<file path="config.mk">
export PLATFORM = sky130hd
export DESIGN_NAME = hb_autobus
export DESIGN_NICKNAME = d
export VERILOG_FILES = /design/src/rtl/hb_pkg.sv /design/src/rtl/hb_sync.sv /design/src/rtl/hb_detect.sv /design/src/rtl/hb_decode.sv /design/src/rtl/hb_autobus.sv
export SDC_FILE = /design/constraint.sdc
export NUM_CORES = 1
export LEC_CHECK = 0
export ABC_AREA = 1
export CAP_MARGIN = 25
export CORE_MARGIN = 5
export CORE_UTILIZATION = 30
export DETAILED_ROUTE_END_ITERATION = 12
export HOLD_SLACK_MARGIN = 0.15
export PLACE_DENSITY = 0.55
export SETUP_SLACK_MARGIN = 0.05
export SLEW_MARGIN = 20
export SYNTH_ARGS = -nofsm -noshare
export SYNTH_HDL_FRONTEND = slang
export SYNTH_SLANG_ARGS = --single-unit
</file>
<file path="constraint.sdc">
create_clock -name clk -period 1.27 [get_ports clk]
set_input_delay 0.127 -clock clk [delete_from_list [all_inputs] [get_ports clk]]
set_output_delay 0.127 -clock clk [all_outputs]
set_load 0.05 [all_outputs]
</file>
<file path="src/rtl/hb_pkg.sv">
package hb_pkg;
  localparam int HB_DW = 8;
  localparam int HB_AW = 3;
  localparam int HB_PINW = 6 + HB_DW;

  // synchronized view of the host pins, msb first
  typedef struct packed {
    logic             cs_n;
    logic             rd_n;
    logic             wr_n;
    logic             a0;
    logic             a1;
    logic             a2;
    logic [HB_DW-1:0] ad;
  } hb_pins_t;

  // idle levels: strobes high, A1 pulled up, bus lines pulled up
  localparam logic [HB_PINW-1:0] HB_PIN_IDLE = {1'b1, 1'b1, 1'b1, 1'b0, 1'b1, 1'b0, {HB_DW{1'b1}}};
endpackage

</file>
<file path="src/rtl/hb_sync.sv">
module hb_sync #(
  parameter int W = 1,
  parameter int STAGES = 2,
  parameter logic [W-1:0] RST = '0
) (
  input  logic         clk,
  input  logic         rst_n,
  input  logic [W-1:0] d,
  output logic [W-1:0] q
);
  logic [W-1:0] stg [STAGES];

  for (genvar s = 0; s < STAGES; s++) begin : g_stage
    if (s == 0) begin : g_first
      always_ff @(posedge clk or negedge rst_n) begin
        if (!rst_n) stg[0] <= RST;
        else        stg[0] <= d;
      end
    end else begin : g_next
      always_ff @(posedge clk or negedge rst_n) begin
        if (!rst_n) stg[s] <= RST;
        else        stg[s] <= stg[s-1];
      end
    end
  end

  assign q = stg[STAGES-1];
endmodule

</file>
<file path="src/rtl/hb_detect.sv">
module hb_detect (
  input  logic clk,
  input  logic rst_n,
  input  logic cs_n,
  input  logic rd_n,
  input  logic wr_n,
  input  logic a0,
  output logic strobe_ds,
  output logic nonmux,
  output logic locked
);
  logic sel, wwin, rdreq;
  logic s_lock, win_q, both_q, ds_q, nm_q, m_lock;

  assign sel   = ~cs_n;
  assign wwin  = sel & ~wr_n;
  assign rdreq = sel & ~rd_n & wr_n;

  always_ff @(posedge clk or negedge rst_n) begin
    if (!rst_n) begin
      s_lock <= 1'b0;
      win_q  <= 1'b0;
      both_q <= 1'b0;
      ds_q   <= 1'b0;
      nm_q   <= 1'b0;
      m_lock <= 1'b0;
    end else begin
      if (!s_lock) begin
        win_q <= wwin;
        if (wwin && !rd_n) both_q <= 1'b1;
        if (win_q && !wwin) begin
          ds_q   <= both_q;
          s_lock <= 1'b1;
        end
      end
      if (!m_lock) begin
        if (sel && a0) nm_q <= 1'b1;
        if (rdreq) begin
          m_lock <= 1'b1;
          s_lock <= 1'b1;
        end
      end
    end
  end

  assign strobe_ds = ds_q;
  assign nonmux    = nm_q;
  assign locked    = m_lock;
endmodule

</file>
<file path="src/rtl/hb_decode.sv">
module hb_decode
  import hb_pkg::*;
#(
  parameter int RD_DLY1 = 2,
  parameter int RD_DLY2 = 2
) (
  input  logic             clk,
  input  logic             rst_n,
  input  hb_pins_t         p,
  input  logic             strobe_ds,
  input  logic             nonmux,
  input  logic             fast_rd_en,
  output logic [HB_AW-1:0] reg_addr,
  output logic             reg_wr,
  output logic             reg_rd,
  output logic [HB_DW-1:0] reg_wdata,
  output logic             ad_oe
);
  localparam int FIRE = RD_DLY1 + RD_DLY2;
  localparam int CW   = $clog2(FIRE + 2);
  localparam logic [CW-1:0] CAP_V  = CW'(RD_DLY1);
  localparam logic [CW-1:0] FIRE_V = CW'(FIRE);
  localparam logic [CW-1:0] SAT_V  = CW'(FIRE + 1);

  logic             sel, rd_act, wr_act, rd_q, wr_q;
  logic [HB_AW-1:0] lat_q, live, addr_q;
  logic [HB_DW-1:0] wd_q;
  logic [CW-1:0]    cnt;
  logic             cap_now, fire_now;

  assign sel    = ~p.cs_n;
  assign rd_act = sel & ~p.rd_n & p.wr_n;
  assign wr_act = strobe_ds ? (sel & ~p.rd_n & ~p.wr_n) : (sel & ~p.wr_n);
  assign live   = nonmux ? {p.a2, p.a1, p.a0} : lat_q;

  assign cap_now  = rd_act && (cnt == CAP_V);
  assign fire_now = rd_act && (cnt == FIRE_V);

  always_ff @(posedge clk or negedge rst_n) begin
    if (!rst_n) lat_q <= '0;
    else if (p.a2) lat_q <= p.ad[HB_AW-1:0];
  end

  always_ff @(posedge clk or negedge rst_n) begin
    if (!rst_n) cnt <= '0;
    else if (!rd_act) cnt <= '0;
    else if (cnt != SAT_V) cnt <= cnt + 1'b1;
  end

  always_ff @(posedge clk or negedge rst_n) begin
    if (!rst_n) begin
      rd_q      <= 1'b0;
      wr_q      <= 1'b0;
      ad_oe     <= 1'b0;
      reg_wr    <= 1'b0;
      reg_rd    <= 1'b0;
      addr_q    <= '0;
      wd_q      <= '0;
    end else begin
      rd_q   <= rd_act;
      wr_q   <= wr_act;
      ad_oe  <= rd_act;
      reg_wr <= wr_q & ~wr_act;
      reg_rd <= fast_rd_en ? fire_now : (rd_act & ~rd_q);
      if (wr_act) wd_q <= p.ad;
      if (wr_act || (rd_act && !fast_rd_en) || (cap_now && fast_rd_en))
        addr_q <= live;
    end
  end

  assign reg_addr  = addr_q;
  assign reg_wdata = wd_q;
endmodule

</file>
<file path="src/rtl/hb_autobus.sv">
module hb_autobus
  import hb_pkg::*;
#(
  parameter int SYNC_STAGES = 2,
  parameter int RD_DLY1 = 2,
  parameter int RD_DLY2 = 2
) (
  input  logic             clk,
  input  logic             rst_n,
  input  logic             fast_rd_en,
  input  logic             cs_n,
  input  logic             rd_ds_n,
  input  logic             wr_dir,
  input  logic             a0_mux,
  input  logic             a1,
  input  logic             a2_ale,
  input  logic [HB_DW-1:0] ad_in,
  output logic [HB_DW-1:0] ad_out,
  output logic             ad_oe,
  output logic [HB_AW-1:0] reg_addr,
  output logic             reg_wr,
  output logic             reg_rd,
  output logic [HB_DW-1:0] reg_wdata,
  input  logic [HB_DW-1:0] reg_rdata,
  output logic             strobe_ds,
  output logic             nonmux,
  output logic             locked
);
  logic [HB_PINW-1:0] raw, synced;
  hb_pins_t           p;

  assign raw = {cs_n, rd_ds_n, wr_dir, a0_mux, a1, a2_ale, ad_in};

  hb_sync #(.W(HB_PINW), .STAGES(SYNC_STAGES), .RST(HB_PIN_IDLE)) u_sync (
    .clk(clk), .rst_n(rst_n), .d(raw), .q(synced)
  );

  assign p = hb_pins_t'(synced);

  hb_detect u_detect (
    .clk(clk), .rst_n(rst_n),
    .cs_n(p.cs_n), .rd_n(p.rd_n), .wr_n(p.wr_n), .a0(p.a0),
    .strobe_ds(strobe_ds), .nonmux(nonmux), .locked(locked)
  );

  hb_decode #(.RD_DLY1(RD_DLY1), .RD_DLY2(RD_DLY2)) u_decode (
    .clk(clk), .rst_n(rst_n), .p(p),
    .strobe_ds(strobe_ds), .nonmux(nonmux), .fast_rd_en(fast_rd_en),
    .reg_addr(reg_addr), .reg_wr(reg_wr), .reg_rd(reg_rd),
    .reg_wdata(reg_wdata), .ad_oe(ad_oe)
  );

  assign ad_out = ad_oe ? reg_rdata : '0;
endmodule

</file>
==> results of run 1 <==
==> cell families (layout without fill, tap and decap cells) <==
| group | count (synthesis) | after routing | synth area share (%) |
|---|---|---|---|
| simple gates | 67 | 67 | 14.3 |
| flops | 55 | 55 | 72.9 |
| buf+inv | 25 | 87 | 5.32 |
| compound gates | 18 | 18 | 4.86 |
| fa+ha+maj | 4 | 4 | 2.59 |
==> layout make-up <==
class	count	area, um2	area share, %
clock inverters	2	13.8	0.467
well taps	77	96.3	3.27
clock buffers	6	82.6	2.80
inverters	23	86.3	2.93
multi-input cells	89	440	14.9
flip-flops and latches	55	1410	47.8
repair buffers	56	820	27.8
==> worst paths after layout <==
path | startpoint | endpoint | slack [ns] | cells past startpoint
min in group asynchronous | rst_n | u_decode.reg_wr$_DFF_PN0_ | 0.31 | 2
worst max register to register | u_sync.q[11]$_DFF_PN1_ | u_decode.reg_addr[0]$_DFFE_PN0P_ | 0.13 | 6
worst min-delay path | ad_in[6] | u_sync.stg[20]$_DFF_PN1_ | 0.22 | 1
max in group asynchronous | rst_n | u_sync.q[13]$_DFF_PN1_ | 0.41 | 3
worst min register to register | u_sync.stg[19]$_DFF_PN1_ | u_sync.q[5]$_DFF_PN1_ | 0.36 | 0
worst max-delay path | u_decode.ad_oe$_DFF_PN0_ | ad_out[5] | 0.04 | 4
==> per-stage QoR <==
step	area, um2	instances	util (%)	TNS, ns
2_1_floorplan	1930	169	-	0
3_3_place_gp	2790	296	44.3	0
3_5_place_dp	2790	296	44.3	0
4_1_cts	2900	305	45.9	0
5_1_grt	2950	308	46.7	-0.0888
6_report	2950	308	46.7	0
==> Yosys cell counts, drive strengths merged <==
cell   instances
nand2         56
dfrtp         31
dfstp         24
inv           23
o21ai         13
nor2           6
a21oi          4
ha             4
nand3          4
buf            2
a31o           1
or2            1
==> layer usage <==
metal	wire length [um]	vias up	track usage, %
met4	48	0	4.47
met5	0	-	0
met1	1590	571	11.4
met3	238	2	2.50
li1	-	632	-
met2	1560	41	14.3
==> sequential cells by signal (all words and copies together) (netlist names), 3 cells and up <==
signal,count
u_decode.cnt,3
u_decode.lat_q,3
u_decode.reg_addr,3
u_decode.reg_wdata,8
u_sync.q,14
u_sync.stg,14
==> worst register-to-register path, stage by stage, from the launching register on <==
cell and delay, ns:
dfstp_2 0.55, nand2_2 0.06, nor2_4 0.19, nand2_4 0.10, nand2_4 0.08, nand2_1 0.05, nand2_1 0.05
==> repair_timing <==
action,CTS,global route
hold buffers,1,0
resized for setup,0,11
pin swaps,0,4
setup endpoints to repair,8,20
setup buffers,0,3
hold endpoints to repair,35,0
==> layout by cell type, fill, tap and decap left out, drive strengths merged <==
| cell type | Yosys | final |
|---|---|---|
| o21ai | 13 | 13 |
| clkdlybuf4s50 | 0 | 23 |
| ha | 4 | 4 |
| a31o | 1 | 1 |
| dfrtp | 31 | 31 |
| nor2 | 6 | 6 |
| buf | 2 | 32 |
| clkinv | 0 | 1 |
| dlygate4sd3 | 0 | 1 |
| dfstp | 24 | 24 |
| nand2 | 56 | 56 |
| a21oi | 4 | 4 |
| inv | 23 | 24 |
| clkbuf | 0 | 6 |
| nand3 | 4 | 4 |
| or2 | 1 | 1 |
==> power groups by stage <==
stage	sequential (W)	combinational [W]	clock (W)
finish	0.00207	0.00108	0.000987
CTS	0.00208	0.00107	0.00103
floorplan	0.00236	0.000171	0
global placement	0.00210	0.00106	0
detailed placement	0.00211	0.00107	0
global route	0.00209	0.00114	0.00109
==> results.md, run 1 <==
* RSZ-0062 raised after global routing: true
* RePlAce Congestion at 0.717
* First-pass GRT wire length at 6030 um
* # diodes at 0
* Max VDD drop at roughly 0.8 mV
* Worst-Skew Late Latency at approximately 0.30 ns
* Post-synth cell types at 18
* Worst Hold Slack at 0.222 ns
* Max Root-Sink Buffers at 2
* Initial antenna violation count at 0
* Net switching power at 0.00123 W
* Synth Register Bits at 55
* CP top delay family: flip-flops
* Hpwl dp at 2520 um
* Pwr dens at 1400 nW/um2
* Die area at 8140 um2
* Post-synthesis sequential area ratio at about 73%
* Total CTS buffers at 5
* # fillers at between 500 and 600
* Buf/Inv on CP at 3
* Via/cell ratio at 4.05
* Fin. max-slew vios at 0
* I/O Pins at 50
* Net Sw Frac at a little under 30%
* TritonRoute pass-1 iters at 4
* Die Ht at 90.2 um
* Fmax at 811 MHz
* Min Tclk post-route at between 1 and 1.5 ns
* Post-Place Setup Slack at ~0.12 ns
* Critical-path cell list: buf_4, nand2_1, inv_1, buf_12
* WP data required at 1.14 ns
* WS Path Type: flop to output port
* H-tree depth at 2
* Worst Path Arrival at 1.11 ns
* Max cap viols at 0
* Status: complete, no violations
* Vias in the first global route at 1281
* Final ANT Viol Nets at 0
* Fin nets at 259
* Vias at 1246
* Mean Syn Cell Area at 11.4 um2
* # setup viols final at 0
* Layout Skew at 0.00802 ns
* Top-area cell type share of the netlist area at around two fifths
* Synth area leaders: dfrtp_1 40%, dfstp_2 33%, nand2_1 10%, inv_1 4.3%, o21ai_0 3.1%
* PortBufs at 49
* GRT Residual Overflow at 0
* Initial Util at 30.6%
* Maximum fanout along the worst path at 5
* Pwr Total at 0.00413 W
* Least-Margin Pin Slew at 0.487 ns
* Share of power burned in registers at 50.1%
* CTS Sinks at 55
* Tot GR Track Use at 9.08%
* Final hold violations at 0
* CORE AREA at between 6000 and 7000 um2
* HP Class: input pin to flop
* Post-Syn Instances at approximately 170
* Clock Power Share at 23.9%
* CP Capture Type: output port
* First-iteration detailed-routing DRC count at 37
* Slowest library cell on the worst path: dfrtp_2
* DRC at 0
* Root buffer cell: clkbuf_8
* Syn Nets at 198
* Yosys warnings at 0
* Lkg Pwr at 1.41 nW
* Pint at roughly 0.0029 W
* WL/cell at roughly 11 um
* Share of layout cells above drive strength 1 at 33.3%
* Logic pwr share at 26.1%
* Largest net degree at the start of global routing at 21
* Area delta synth->final at 52.7%
* WL final at roughly 3400 um
* Worst setup margin at 0.0364 ns
* Worst-case headroom to the max-slew limit at 67.5%
* Die width at around 90 um
* CP Launch Type: flop
* Synth area leader: dfrtp_1
* Final critical-path share of the clock period at 97.1%
* CTS tree: done
* Clk slew on worst S/H paths at 0.10 ns
* Slowest stage delay, CP at a little over 0.4 ns
* Area of the mapped netlist at 1930 um2
* Core Rows at 29
(Power assumes the default switching activity.)
==> inputs of run 2 (changes only) <==
Settings changed: CAP_MARGIN 25 to not set, GPL_TIMING_DRIVEN set to 1, PLACE_DENSITY 0.55 to 0.54, SYNTH_HIERARCHICAL set to 1.
==> run 2 against run 1 <==
Effect of this change: clock skew is essentially flat; clock power down 5.7%; wire length is 0.90% higher; non-clock buffer count rose by 1; combinational power hardly changed; sequential power is essentially flat; flip-flop and latch count unchanged; critical path depth unchanged.
==> results.md, run 2 <==
* Core Rows at 30 (+3.4%)
* Placed insts at 318 (+7.4%)
* Met2 wire length at 1610 um (+3.1%)
* Post-Syn Instances at 187 (+11%)
* RePlAce Congestion at 0.679 (-5.4%)
* Area delta synth->final at 45.4%
* Worst-Skew Late Latency at 0.30 ns (about the same)
* Fmax at 811 MHz (about the same)
* First-iteration detailed-routing DRC count at 46 (+24%)
* Synth Area in Adders at 2.40% (-0.19 points)
* Max cap viols at 0 (unchanged)
* Post-route cell area at 3030 um2 (+2.8%)
* # diodes at 0 (unchanged)
* Final critical-path share of the clock period at 97.1% (about the same)
* Final hold violations at 0 (unchanged)
* PortBufs at 49 (unchanged)
* Most common cell after layout, fill and taps aside: nand2_1
* CTS tree: done
* WS Path Type: flop to output port
* Layout Skew at 0.00778 ns (-0.000236 ns)
* Metal3 WL at 291 um (+22%)
* Top cells by count, synth: 54 x nand2_1, 31 x dfrtp_1, 24 x dfstp_2, 20 x inv_1, 14 x buf_4
* Worst reg-to-reg path cell count at 6 (unchanged)
* Worst-case headroom to the max-slew limit at 80.9% (+13 points)
* Vias in the first global route at 1323 (+3.3%)
* Pwr dens at 1350 nW/um2 (-3.6%)
* Post-Place Setup Slack at 0.115 ns (-0.00347 ns)
* Synth async-reset ratio at 100% (unchanged)
* Initial antenna violation count at 0 (unchanged)
* Via/cell ratio at 3.83 (-5.2%)
* WP data required at 1.14 ns (about the same)
* Reg2reg start: u_decode/cnt[0]$_DFFE_PN0P_
* Maximum fanout along the worst path at 5 (unchanged)
* Die area at 8720 um2 (+7.1%)
* Largest family of logic cells by synthesized area: simple AND/OR/NAND/NOR gates
* Synth Register Bits at 55 (unchanged)
* Die width at 93.4 um (+3.5%)
* WL/cell at 10.5 um (-6.4%)
* Wl on met1 at 1500 um (-5.5%)
* Hold worst-path end: u_sync/stg[20]$_DFF_PN1_
* Initial Util at 30.7% (+0.12 points)
* Lkg Pwr at 1.41 nW (-0.15%)
* Most frequent cells in the layout: 49 x nand2_1, 30 x dfrtp_1, 26 x buf_12, 24 x dfstp_2, 23 x clkdlybuf4s50_1
* Clk slew on worst S/H paths at 0.10 ns (about the same)
* HP Class: input pin to flop
* Worst Hold Slack at 0.225 ns (+0.00336 ns)
* Mean Syn Cell Area at 11.1 um2 (-2.4%)
* Max VDD drop at 0.541 mV (-31%)
* WL final at 3470 um (+0.90%)
* Largest net degree at the start of global routing at 56 (+170%)
* Synth area leader: dfrtp_1
* Worst Path Arrival at 1.11 ns (about the same)
* Final ANT Viol Nets at 0 (unchanged)
* Simple-Gate Fraction of Synth Area at 16.0% (+1.7 points)
* Count leader, synth: nand2_1
* Worst hold stages at 1 (unchanged)
* Min Tclk post-route at 1.23 ns (+0.000162 ns)
* Hpwl dp at 2480 um (-1.4%)
* XOR/XNOR Fraction of Synth Area at 0.420% (+0.42 points)
* DP Area at 2850 um2 (+1.9%)
* Max layer used: met4
* Share of layout cells above drive strength 1 at 39.4% (+6.1 points)
* # setup viols final at 0 (unchanged)
* TritonRoute pass-1 iters at 4 (unchanged)
* R2R Path End: u_decode/cnt[0]$_DFFE_PN0P_
* Yosys warnings at 6 (+6)
* Total CTS buffers at 5 (unchanged)
* Post-synthesis sequential area ratio at 67.5% (-5.4 points)
* CORE AREA at 6790 um2 (+7.6%)
* Synth area leaders: dfrtp_1 37%, dfstp_2 30%, nand2_1 9.7%, buf_4 5.0%, inv_1 3.6%
* CP Capture Type: output port
* Syn Nets at 216 (+9.1%)
* CTS Sinks at 55 (unchanged)
* Die Ht at 93.4 um (+3.5%)
* CP Launch Type: flop
* Status: complete, no violations
* Worst setup margin at 0.0362 ns (-0.000162 ns)
* GRT Residual Overflow at 0 (unchanged)
* Fin nets at 264 (+1.9%)
* Max Root-Sink Buffers at 2 (unchanged)
* Compound-gate portion of the synthesized area at 3.72% (-1.1 points)
* I/O Pins at 50 (unchanged)
* Root buffer cell: clkbuf_8
* Area of the mapped netlist at 2080 um2 (+8.0%)
* Tot GR Track Use at 8.51% (-0.57 points)
* Vias at 1273 (+2.2%)
* Post-synth EDFFs at 0 (unchanged)
* Post-route insts no fill at 332 (+7.8%)
* Least-Margin Pin Slew at 0.287 ns (-0.200 ns)
* Post-layout util at 44.6% (-2.1 points)
* Top-area cell type share of the netlist area at 37.2% (-3.0 points)
* Post-synth cell types at 23 (+5)
* Post-synth top flop: dfrtp_1
* RSZ-0062 raised after global routing: true
* Startpoint of the worst hold path: ad_in[6]
* H-tree depth at 2 (unchanged)
* First-pass GRT wire length at 5900 um (-2.2%)
* Fin. max-slew vios at 0 (unchanged)
* Post-synthesis mux area share at 0% (unchanged)
* Flop-to-flop setup slack at 0.13 ns (about the same)
* DRC at 0 (unchanged)
run 2: repair_timing:
| item | CTS | global route |
|---|---|---|
| gates resized for setup | 0 | 26 |
| pin swaps | 0 | 1 |
| hold buffers | 1 | 0 |
| hold endpoints to repair | 55 | 0 |
| setup endpoints to repair | 8 | 22 |
| buffers inserted | 1 | 4 |
run 2: worst max-delay path: stages, from the launching register on:
cell and delay, ns:
dfrtp_2 0.42, buf_6 0.14, nand2_2 0.06, inv_2 0.04, buf_12 0.14
run 2: cell type report:
cell class,count,area (um2)
fill,630,3760
sequential,55,1410
timing repair buffer,57,826
multi-input combinational,93,498
tap,96,120
inverter,23,91.3
clock buffer,5,68.8
clock inverter,3,18.8
run 2: power breakdown:
| part | internal (W) | total, W | leakage, nW | switching (W) |
|---|---|---|---|---|
| sequential | 0.00194 | 0.00208 | 0.626 | 0.000147 |
| clock | 0.000389 | 0.000931 | 0.0483 | 0.000542 |
| combinational | 0.000526 | 0.00108 | 0.738 | 0.000557 |
run 2: worst max path at each step:
stage	slack [ns]	cells after the start	start	end
floorplan	0.06	5	u_detect/strobe_ds$_DFFE_PN0P_	u_decode/reg_addr[1]$_DFFE_PN0P_
global placement	0.12	5	u_sync/q[12]$_DFF_PN1_	u_decode/reg_wdata[3]$_DFFE_PN0P_
detailed placement	0.12	5	u_sync/q[12]$_DFF_PN1_	u_decode/reg_wdata[5]$_DFFE_PN0P_
CTS	0.04	3	u_decode/rd_q$_DFF_PN0_	ad_out[4]
global route	-0.006	4	u_decode/rd_q$_DFF_PN0_	ad_out[1]
finish	0.04	4	u_decode/rd_q$_DFF_PN0_	ad_out[1]
run 2: metal layers:
layer	global-route usage, %	vias up
met3	2.25	5
met1	11.0	577
li1	-	650
met4	4.03	0
met5	0	-
met2	13.3	41
run 2: kinds of logic (layout without fill, tap and decap cells):
group           after synthesis  count (layout)
compound gates               13              13
xor+xnor                      1               1
fa+ha+maj                     4               4
buf+inv                      39              88
flops                        55              55
simple gates                 75              75
run 2: metrics by stage:
step | setup TNS (ns) | power, W
floorplan | 0 | 0.00258
global placement | 0 | 0.00318
detailed placement | 0 | 0.00319
CTS | 0 | 0.00414
global route | -0.00626 | 0.00429
finish | 0 | 0.00410
